File: src/rtl/i2cmon_pkg.sv
// Package: shared phase codes and helpers for the I2C bus monitor.
// Assumes: the local master reports its phase with a 3-bit code.
package i2cmon_pkg;

    typedef enum logic [2:0] {
        PH_IDLE   = 3'd0,
        PH_START  = 3'd1,
        PH_RSTART = 3'd2,
        PH_ADDR   = 3'd3,
        PH_DATA   = 3'd4,
        PH_ACK    = 3'd5,
        PH_RECV   = 3'd6,
        PH_RSVD   = 3'd7
    } phase_e;

    // True for every phase in which the local master drives SDA.
    function automatic logic phase_drives(input logic [2:0] ph);
        case (ph)
            PH_START, PH_RSTART, PH_ADDR, PH_DATA, PH_ACK: phase_drives = 1'b1;
            default:                                       phase_drives = 1'b0;
        endcase
    endfunction

endpackage

File: src/rtl/i2cmon_sync.sv
// Module: multi-stage synchronizer for a bundle of asynchronous wires.
// Assumes: each bit is independent; reset value is the idle bus level.
module i2cmon_sync #(
    parameter int          WIDTH  = 2,
    parameter int          STAGES = 2,
    parameter logic [WIDTH-1:0] RST_VAL = '1
) (
    input  logic             clk,
    input  logic             rst_n,
    input  logic [WIDTH-1:0] d_async,
    output logic [WIDTH-1:0] q_sync
);

    logic [WIDTH-1:0] chain [STAGES];

    genvar g;
    generate
        for (g = 0; g < STAGES; g++) begin : g_stage
            if (g == 0) begin : g_first
                // First stage: capture the asynchronous inputs.
                always_ff @(posedge clk) begin
                    if (!rst_n) chain[0] <= RST_VAL;
                    else        chain[0] <= d_async;
                end
            end else begin : g_next
                // Later stages: pass the value one stage on.
                always_ff @(posedge clk) begin
                    if (!rst_n) chain[g] <= RST_VAL;
                    else        chain[g] <= chain[g-1];
                end
            end
        end
    endgenerate

    assign q_sync = chain[STAGES-1];

endmodule

File: src/rtl/i2cmon_cond_detect.sv
// Module: finds START and STOP conditions on synchronized SCL/SDA.
// Assumes: inputs are already synchronous; outputs are single-cycle
// combinational strobes valid in the cycle the SDA edge is seen.
module i2cmon_cond_detect (
    input  logic clk,
    input  logic rst_n,
    input  logic scl_s,
    input  logic sda_s,
    output logic start_det,
    output logic stop_det
);

    logic scl_d;
    logic sda_d;

    // Keep the previous synchronized levels for edge detection.
    always_ff @(posedge clk) begin
        if (!rst_n) begin
            scl_d <= 1'b1;
            sda_d <= 1'b1;
        end else begin
            scl_d <= scl_s;
            sda_d <= sda_s;
        end
    end

    // A condition needs SCL high before and after the SDA edge.
    always_comb begin
        start_det = scl_d & scl_s &  sda_d & ~sda_s;
        stop_det  = scl_d & scl_s & ~sda_d &  sda_s;
    end

endmodule

File: src/rtl/i2cmon_bus_state.sv
// Module: tracks bus ownership from the latest START or STOP, and
// raises a STOP interrupt when a busy period ends.
// Assumes: start_det and stop_det are never high in the same cycle.
module i2cmon_bus_state (
    input  logic clk,
    input  logic rst_n,
    input  logic enable,
    input  logic irq_en,
    input  logic start_det,
    input  logic stop_det,
    output logic start_seen,
    output logic stop_seen,
    output logic bus_free,
    output logic stop_irq
);

    logic busy;

    // Busy means the last event was a START.
    always_comb begin
        busy     = start_seen;
        bus_free = stop_seen | ~start_seen;
    end

    // Condition flags: latest event wins; disable clears both.
    always_ff @(posedge clk) begin
        if (!rst_n || !enable) begin
            start_seen <= 1'b0;
            stop_seen  <= 1'b0;
        end else if (start_det) begin
            start_seen <= 1'b1;
            stop_seen  <= 1'b0;
        end else if (stop_det) begin
            start_seen <= 1'b0;
            stop_seen  <= 1'b1;
        end
    end

    // Interrupt pulse: STOP while busy with the interrupt enabled.
    always_ff @(posedge clk) begin
        if (!rst_n) stop_irq <= 1'b0;
        else        stop_irq <= enable & irq_en & stop_det & busy;
    end

    AST_START_SETS_FLAG: assert property (@(posedge clk) disable iff (!rst_n)
        (enable && start_det) |=> (start_seen && !stop_seen));
    AST_FLAGS_EXCLUSIVE: assert property (@(posedge clk) disable iff (!rst_n)
        $countones({start_seen, stop_seen}) <= 1);
    AST_DISABLE_CLEARS: assert property (@(posedge clk) disable iff (!rst_n)
        !enable |=> (!start_seen && !stop_seen));
    AST_IRQ_SINGLE: assert property (@(posedge clk) disable iff (!rst_n)
        stop_irq |=> !stop_irq);
    AST_IRQ_AFTER_BUSY: assert property (@(posedge clk) disable iff (!rst_n)
        stop_irq |-> (stop_seen && $past(start_seen)));

endmodule

File: src/rtl/i2cmon_arb_check.sv
// Module: lost-arbitration detector with a sticky flag.
// Assumes: drive_level and drive_phase are synchronous and held
// steady while the matching bus levels pass the synchronizer.
module i2cmon_arb_check
    import i2cmon_pkg::*;
(
    input  logic       clk,
    input  logic       rst_n,
    input  logic       enable,
    input  logic       scl_s,
    input  logic       sda_s,
    input  logic [2:0] drive_phase,
    input  logic       drive_level,
    input  logic       coll_clr,
    output logic       collision
);

    logic mismatch;

    // Released SDA must read high while SCL is high in a driving phase.
    always_comb begin
        mismatch = enable & phase_drives(drive_phase) & drive_level & scl_s & ~sda_s;
    end

    // Sticky flag: a new mismatch takes priority over the clear pulse.
    always_ff @(posedge clk) begin
        if (!rst_n)        collision <= 1'b0;
        else if (mismatch) collision <= 1'b1;
        else if (coll_clr) collision <= 1'b0;
    end

    AST_COLL_SET: assert property (@(posedge clk) disable iff (!rst_n)
        mismatch |=> collision);
    AST_COLL_STICKY: assert property (@(posedge clk) disable iff (!rst_n)
        (collision && !coll_clr) |=> collision);
    AST_COLL_CLEAR: assert property (@(posedge clk) disable iff (!rst_n)
        (coll_clr && !mismatch) |=> !collision);

endmodule

File: src/rtl/i2c_bus_monitor.sv
// Module: top of the I2C multi-master bus monitor.
// Assumes: scl_in/sda_in are raw bus levels; all other inputs are
// synchronous to clk. Reset is synchronous and active low.
module i2c_bus_monitor #(
    parameter int SYNC_STAGES = 2
) (
    input  logic       clk,
    input  logic       rst_n,
    input  logic       enable,
    input  logic       irq_en,
    input  logic       scl_in,
    input  logic       sda_in,
    input  logic [2:0] drive_phase,
    input  logic       drive_level,
    input  logic       coll_clr,
    output logic       start_seen,
    output logic       stop_seen,
    output logic       bus_free,
    output logic       stop_irq,
    output logic       collision
);

    localparam int BUS_W = 2;

    logic [BUS_W-1:0] bus_s;
    logic             scl_s;
    logic             sda_s;
    logic             start_det;
    logic             stop_det;

    i2cmon_sync #(
        .WIDTH   (BUS_W),
        .STAGES  (SYNC_STAGES),
        .RST_VAL ({BUS_W{1'b1}})
    ) u_sync (
        .clk     (clk),
        .rst_n   (rst_n),
        .d_async ({scl_in, sda_in}),
        .q_sync  (bus_s)
    );

    assign scl_s = bus_s[1];
    assign sda_s = bus_s[0];

    i2cmon_cond_detect u_detect (
        .clk       (clk),
        .rst_n     (rst_n),
        .scl_s     (scl_s),
        .sda_s     (sda_s),
        .start_det (start_det),
        .stop_det  (stop_det)
    );

    i2cmon_bus_state u_state (
        .clk        (clk),
        .rst_n      (rst_n),
        .enable     (enable),
        .irq_en     (irq_en),
        .start_det  (start_det),
        .stop_det   (stop_det),
        .start_seen (start_seen),
        .stop_seen  (stop_seen),
        .bus_free   (bus_free),
        .stop_irq   (stop_irq)
    );

    i2cmon_arb_check u_arb (
        .clk         (clk),
        .rst_n       (rst_n),
        .enable      (enable),
        .scl_s       (scl_s),
        .sda_s       (sda_s),
        .drive_phase (drive_phase),
        .drive_level (drive_level),
        .coll_clr    (coll_clr),
        .collision   (collision)
    );

    AST_NO_DATA_AS_COND: assert property (@(posedge clk) disable iff (!rst_n)
        (!scl_s) |=> ($stable(start_seen) || !enable || !$past(enable)));

endmodule

File: config.mk
export PLATFORM = sky130hd
export DESIGN_NAME = i2c_bus_monitor
export DESIGN_NICKNAME = d
export VERILOG_FILES = /design/src/rtl/i2cmon_pkg.sv /design/src/rtl/i2cmon_sync.sv /design/src/rtl/i2cmon_cond_detect.sv /design/src/rtl/i2cmon_bus_state.sv /design/src/rtl/i2cmon_arb_check.sv /design/src/rtl/i2c_bus_monitor.sv
export SDC_FILE = /design/constraint.sdc
export NUM_CORES = 1
export LEC_CHECK = 0
export CAP_MARGIN = 40
export CORE_AREA = 2 2 39 41
export CTS_CLUSTER_DIAMETER = 100
export DETAILED_ROUTE_END_ITERATION = 6
export DIE_AREA = 0 0 41 43
export SYNTH_ARGS = -nofsm -noshare
export SYNTH_HDL_FRONTEND = slang
export SYNTH_SLANG_ARGS = --single-unit
File: constraint.sdc
create_clock -name clk -period 2 [get_ports clk]
set_clock_uncertainty 0.2 [all_clocks]
set_input_delay 0.4 -clock clk [delete_from_list [all_inputs] [get_ports clk]]
set_output_delay 0.4 -clock clk [all_outputs]
set_load 0.1 [all_outputs]
==> results of run 1 <==
power groups by stage:
stage	Sequential [mW]	Clock, mW	Combinational, mW
2_1_floorplan	0.219	0	0.0153
3_3_place_gp	0.214	0	0.0510
3_5_place_dp	0.214	0	0.0511
4_1_cts	0.210	0.186	0.0513
5_1_grt	0.211	0.194	0.0551
6_report	0.210	0.176	0.0507
placed cells by master (no fill, tap or decap), drive strengths merged, types with 2 or more instances in the layout:
cell type / count
clkdlybuf4s50: 10
dfxtp: 10
or2b: 6
buf: 5
clkbuf: 4
nand2: 3
nor3: 3
a31oi: 2
a21oi: 2
metal layers:
| layer | track usage, % | vias up | routed length (µm) |
|---|---|---|---|
| met5 | 0 | - | 0 |
| met4 | 6.00 | 0 | 0 |
| met3 | 4.71 | 0 | 64 |
| met2 | 11.6 | 13 | 281 |
| met1 | 14.0 | 141 | 310 |
| li1 | - | 162 | - |
logic make-up after synthesis:
logic type / after synthesis
and+or+nand+nor: 15
DFF: 10
AOI/OAI and AO/OA: 8
buffers and inverters: 1
area by class of cell:
class | instances | area [µm²] | area share, %
flip-flops and latches | 10 | 203 | 32.7
repair buffers | 15 | 200 | 32.3
multi-input cells | 23 | 156 | 25.3
clock buffers | 4 | 36.3 | 5.86
well taps | 16 | 20.0 | 3.23
inverters | 1 | 3.75 | 0.606
registers in the layout (all words and copies together), names as in the netlist:
register,cells
u_state.start_seen,1
u_state.stop_irq,1
u_sync.chain,4
u_detect.sda_d,1
u_detect.scl_d,1
u_state.stop_seen,1
u_arb.collision,1
stage by stage:
step | area, µm² | hold WS [ns] | instances | utilization (%) | total power, mW
2_1_floorplan | 363 | 0.185 | 34 | - | 0.235
3_3_place_gp | 583 | 0.190 | 65 | 42.1 | 0.265
3_5_place_dp | 583 | 0.195 | 65 | 42.1 | 0.266
4_1_cts | 619 | 0.215 | 69 | 44.8 | 0.447
5_1_grt | 619 | 0.230 | 69 | 44.8 | 0.460
6_report | 619 | 0.212 | 69 | 44.8 | 0.436
cell usage after synthesis:
master	n
nand2b_1	1
nand4b_1	1
a21oi_1	2
a31oi_1	2
dfxtp_1	10
or2b_1	6
nand2_1	2
nor3_1	2
nand2_2	1
or2_0	1
o31ai_1	1
o21ai_0	1
nor3_2	1
inv_1	1
a32o_1	1
o2111ai_1	1
final timing paths:
kind                                                     start                        endpoint  slack, ns
worst max-delay path            u_state.stop_seen$_SDFFE_PP0P_                        bus_free       0.43
worst min-delay path             u_sync.chain[0][1]$_SDFF_PN1_   u_sync.chain[1][1]$_SDFF_PN1_       0.21
worst max register to register   u_sync.chain[1][1]$_SDFF_PN1_  u_state.stop_seen$_SDFFE_PP0P_       0.86
worst min register to register   u_sync.chain[0][1]$_SDFF_PN1_   u_sync.chain[1][1]$_SDFF_PN1_       0.21
==> flow_summary.ini, run 1 <==
[run_status]
outcome = finished clean

[critical_path]
worstPathRequired_ns = 1.40
slowest_delay_ns = 0.35
critPathMaxFanout = 4
cpMaxStageDelayCell = dfxtp_2
crit_family = flip-flops
criticalPathCategory = register to output port
critPathBufInv = 1
end_kind = output port
start_kind = register
critPathArrivalTime_ns = 0.97
ff2ff_path_depth = 3
path_cells = nand2b_2, buf_12
cp.depth = 2

[power]
p_clk_share_pct = 40.2
vdd_drop_max_mv = 0.420
switching_share_pct = 21.0
p_sw_mw = 0.0916
p_per_area_nw_per_um2 = 705
p_int_mw = 0.345
p_comb_share_pct = 11.6
p_seq_share_pct = 48.1
power_leakage_nw = 0.238

[timing]
finalSetupViolCount = 0
tightest_slew_ns = 0.258
fin_crit_ns = 1.57
max_freq_mhz = 638
max_slew_margin_pct = 82.7
rsz0062_at_grt = false
drv_slew = 0
hold_violations = 0
setup_ws_ns = 0.432
setup-tns-final_ns = 0
post-route-period-util_pct = 78.4

[yosys]
synthAdderAreaFrac_pct = 0
yosysTopAreaCell = dfxtp_1
synth-xor-area-share_pct = 0
synthSimpleGateAreaFrac_pct = 28.0
synth_cells = 34
postSynthAreaPerCell_um2 = 10.5
synth-seq-cells = 10
synthDistinctLibCells = 16
yosysWarnings = 0
synth_area_leaders = dfxtp_1 (56%), or2b_1 (13%), a31oi_1 (3.5%)
synth-compound-area-share_pct = 15.0
syn_nets = 45
seq_area_frac_synth_pct = 55.9
synth_top_family_by_area = simple AND/OR/NAND/NOR gates
synth.top_cell.area_share_pct = 55.9
synth_area_um2 = 358
synthMuxAreaShare_pct = 0

[drt]
wl_per_cell_um = 9.51
firstDrtPassIters = 2
detail-route-antenna-nets = 0
drc = 0
drt_iter0_drc = 6
wl_um = 656
vias = 316
viasPerCell = 4.58

[clock_tree]
clkLatencyLatePin_ns = 0.26
cts_buffer_depth = 2
htree_levels = 1
postCtsHoldBufs = 0
ctsRootBufferMaster = clkbuf_4
cts.clk_slew.worst_paths_ns = 0.06
numCtsBuffers = 3
post_cts_buffers = 0
cts_tree = built
cts.sinks = 10
ctsResizeCount = 0

[placed_design]
gp_congestion = 0.611
io_buffer_count = 15
post-place-ws_ns = 0.269
post-dp-hpwl_um = 498

[floorplan]
rows = 14
boundaryPins = 16
die_area_um2 = 1760
die_x_um = 41
start_util_pct = 25.9
core-area_um2 = 1380
dieHeight_um = 43

[global_route]
grt_usage_pct = 9.88
antenna_found_initial = 0
grt_max_degree = 10
grt_pass1_vias = 280
overflow = 0
grt_pass1_wl_um = 1160

[final_layout]
fillCellCount = 133
drive_gt1_share_pct = 26.4
antenna_cells = 0
area_growth_pct = 73.1
final_nets = 65

[flow_run]
drv_cap = 0

[hold_path]
hold_path_class = register to register
hold_depth = 1
Note: power is estimated with default switching activity, not from simulation.
==> inputs of run 2 (changes only) <==
==> constraint.sdc (replaced) <==
create_clock -name clk -period 1.6 [get_ports clk]
set_clock_uncertainty 0.2 [all_clocks]
set_input_delay 0.32 -clock clk [delete_from_list [all_inputs] [get_ports clk]]
set_output_delay 0.32 -clock clk [all_outputs]
set_load 0.1 [all_outputs]
==> run 2 against run 1 <==
  * Flip-flop and latch count unchanged
  * Die area unchanged
  * Combinational power up 25%
  * Critical path depth unchanged
  * Utilization up 0.36 points
  * Largest cell class unchanged
  * Highest routed layer unchanged
==> flow_summary.ini, run 2 (synthesized netlist as in run 1, its figures left out) <==
[floorplan]
rows = 14
boundaryPins = 16
start_util_pct = 25.9
core-area_um2 = 1380
dieHeight_um = 43
die_area_um2 = 1760
die_x_um = 41

[timing]
max_slew_margin_pct = 83.8
fin_crit_ns = 1.46
whs_ns = 0.202
hold_violations = 0
drv_slew = 0
max_freq_mhz = 683
rsz0062_at_grt = false
post-route-period-util_pct = 91.6
setup_ws_ns = 0.135
tightest_slew_ns = 0.243
finalSetupViolCount = 0

[critical_path]
crit_family = flip-flops
critPathArrivalTime_ns = 0.94
cpMaxStageDelayCell = dfxtp_2
critPathMaxFanout = 4
crit_start = u_state.stop_seen$_SDFFE_PP0P_
path_cells = nand2b_4, buf_12
ff2ff_path_depth = 3
cp-endpoint = bus_free
end_kind = output port
critPathBufInv = 1
worstPathRequired_ns = 1.08
rrSetupSlack_ns = 0.51
criticalPathCategory = register to output port
r2r_end = u_state.stop_seen$_SDFFE_PP0P_
start_kind = register
cp.depth = 2
slowest_delay_ns = 0.37
r2r_start = u_sync.chain[1][1]$_SDFF_PN1_

[power]
power_leakage_nw = 0.239
vdd_drop_max_mv = 0.544
p_per_area_nw_per_um2 = 878

[final_layout]
largest_reg_flops = 4
seqCellArea_um2 = 203
top_register = u_sync.chain
final_area_um2 = 624
layout_common_cells = clkdlybuf4s50_1 (10), dfxtp_1 (8), or2b_1 (6), buf_12 (5), clkbuf_4 (3)
final_common_cell = clkdlybuf4s50_1
fillCellCount = 129
antenna_cells = 0
area_growth_pct = 74.5
multi_input_area_um2 = 161
drive_gt1_share_pct = 26.4
final_nets = 65

[drt]
firstDrtPassIters = 2
met1_length_um = 271
wl_met3_um = 78
detail-route-antenna-nets = 0
drt_iter0_drc = 4
drc = 0
wl_um = 615
wl_met2_um = 265
vias = 314
wl_per_cell_um = 8.91
highest_layer = met3
viasPerCell = 4.55

[clock_tree]
postCtsHoldBufs = 0
clkLatencyLatePin_ns = 0.26
htree_levels = 1
post_cts_buffers = 0
ctsRootBufferMaster = clkbuf_4
cts.clk_slew.worst_paths_ns = 0.07
numCtsBuffers = 3
cts_tree = built
ctsResizeCount = 0
cts_buffer_depth = 2
cts.sinks = 10

[flow_run]
drv_cap = 0

[global_route]
grt_max_degree = 10
antenna_found_initial = 0
grt_pass1_wl_um = 1050
grt_usage_pct = 9.07
overflow = 0
grt_pass1_vias = 255

[hold_path]
hold_path_class = register to register

[placed_design]
gp_congestion = 0.626
dpl-instance-area_um2 = 588
io_buffer_count = 15
post-place-ws_ns = -0.00299

[run_status]
outcome = finished clean
## run 2: cell counts in the layout (fill, tap and decap cells not counted)
No cell type changed its count.
## run 2: routing by layer
metal	vias to the layer above	track usage (%)
li1	163	-
met1	137	11.4
met5	-	0
met2	14	11.6
met3	0	7.85
met4	0	2.00
## run 2: worst min-delay path by stage
stage | endpoint | slack (ns) | from | cells past startpoint
after detailed placement | u_sync.chain[1][0]$_SDFF_PN1_ | 0.19 | u_sync.chain[0][0]$_SDFF_PN1_ | 1
after floorplan | u_sync.chain[1][0]$_SDFF_PN1_ | 0.18 | u_sync.chain[0][0]$_SDFF_PN1_ | 1
after global routing | u_sync.chain[1][0]$_SDFF_PN1_ | 0.22 | u_sync.chain[0][0]$_SDFF_PN1_ | 1
final | u_sync.chain[1][0]$_SDFF_PN1_ | 0.20 | u_sync.chain[0][0]$_SDFF_PN1_ | 1
after CTS | u_sync.chain[1][0]$_SDFF_PN1_ | 0.21 | u_sync.chain[0][0]$_SDFF_PN1_ | 1
after global placement | u_sync.chain[1][1]$_SDFF_PN1_ | 0.19 | u_sync.chain[0][1]$_SDFF_PN1_ | 1
## run 2: layout make-up
type | instances | share of cell area, %
multi-input combinational | 23 | 25.9
sequential | 10 | 32.5
timing repair buffer | 15 | 32.1
clock buffer | 4 | 5.81
tap | 16 | 3.21
inverter | 1 | 0.601
## run 2: through the flow
| step | power, mW | instances | util [%] | setup TNS (ns) |
|---|---|---|---|---|
| 3_3_place_gp | 0.332 | 65 | 42.5 | -0.00426 |
| 2_1_floorplan | 0.294 | 34 | - | 0 |
| 4_1_cts | 0.559 | 69 | 45.1 | 0 |
| 3_5_place_dp | 0.332 | 65 | 42.5 | -0.00577 |
| 6_report | 0.548 | 69 | 45.1 | 0 |
| 5_1_grt | 0.572 | 69 | 45.1 | 0 |
## run 2: report_power, final
group | internal, mW | switching [mW] | leakage (nW) | total (mW)
Clock | 0.138 | 0.0842 | 0.0210 | 0.222
Sequential | 0.256 | 0.00623 | 0.0828 | 0.262
Combinational | 0.0370 | 0.0265 | 0.135 | 0.0635
Total | 0.431 | 0.117 | 0.239 | 0.548
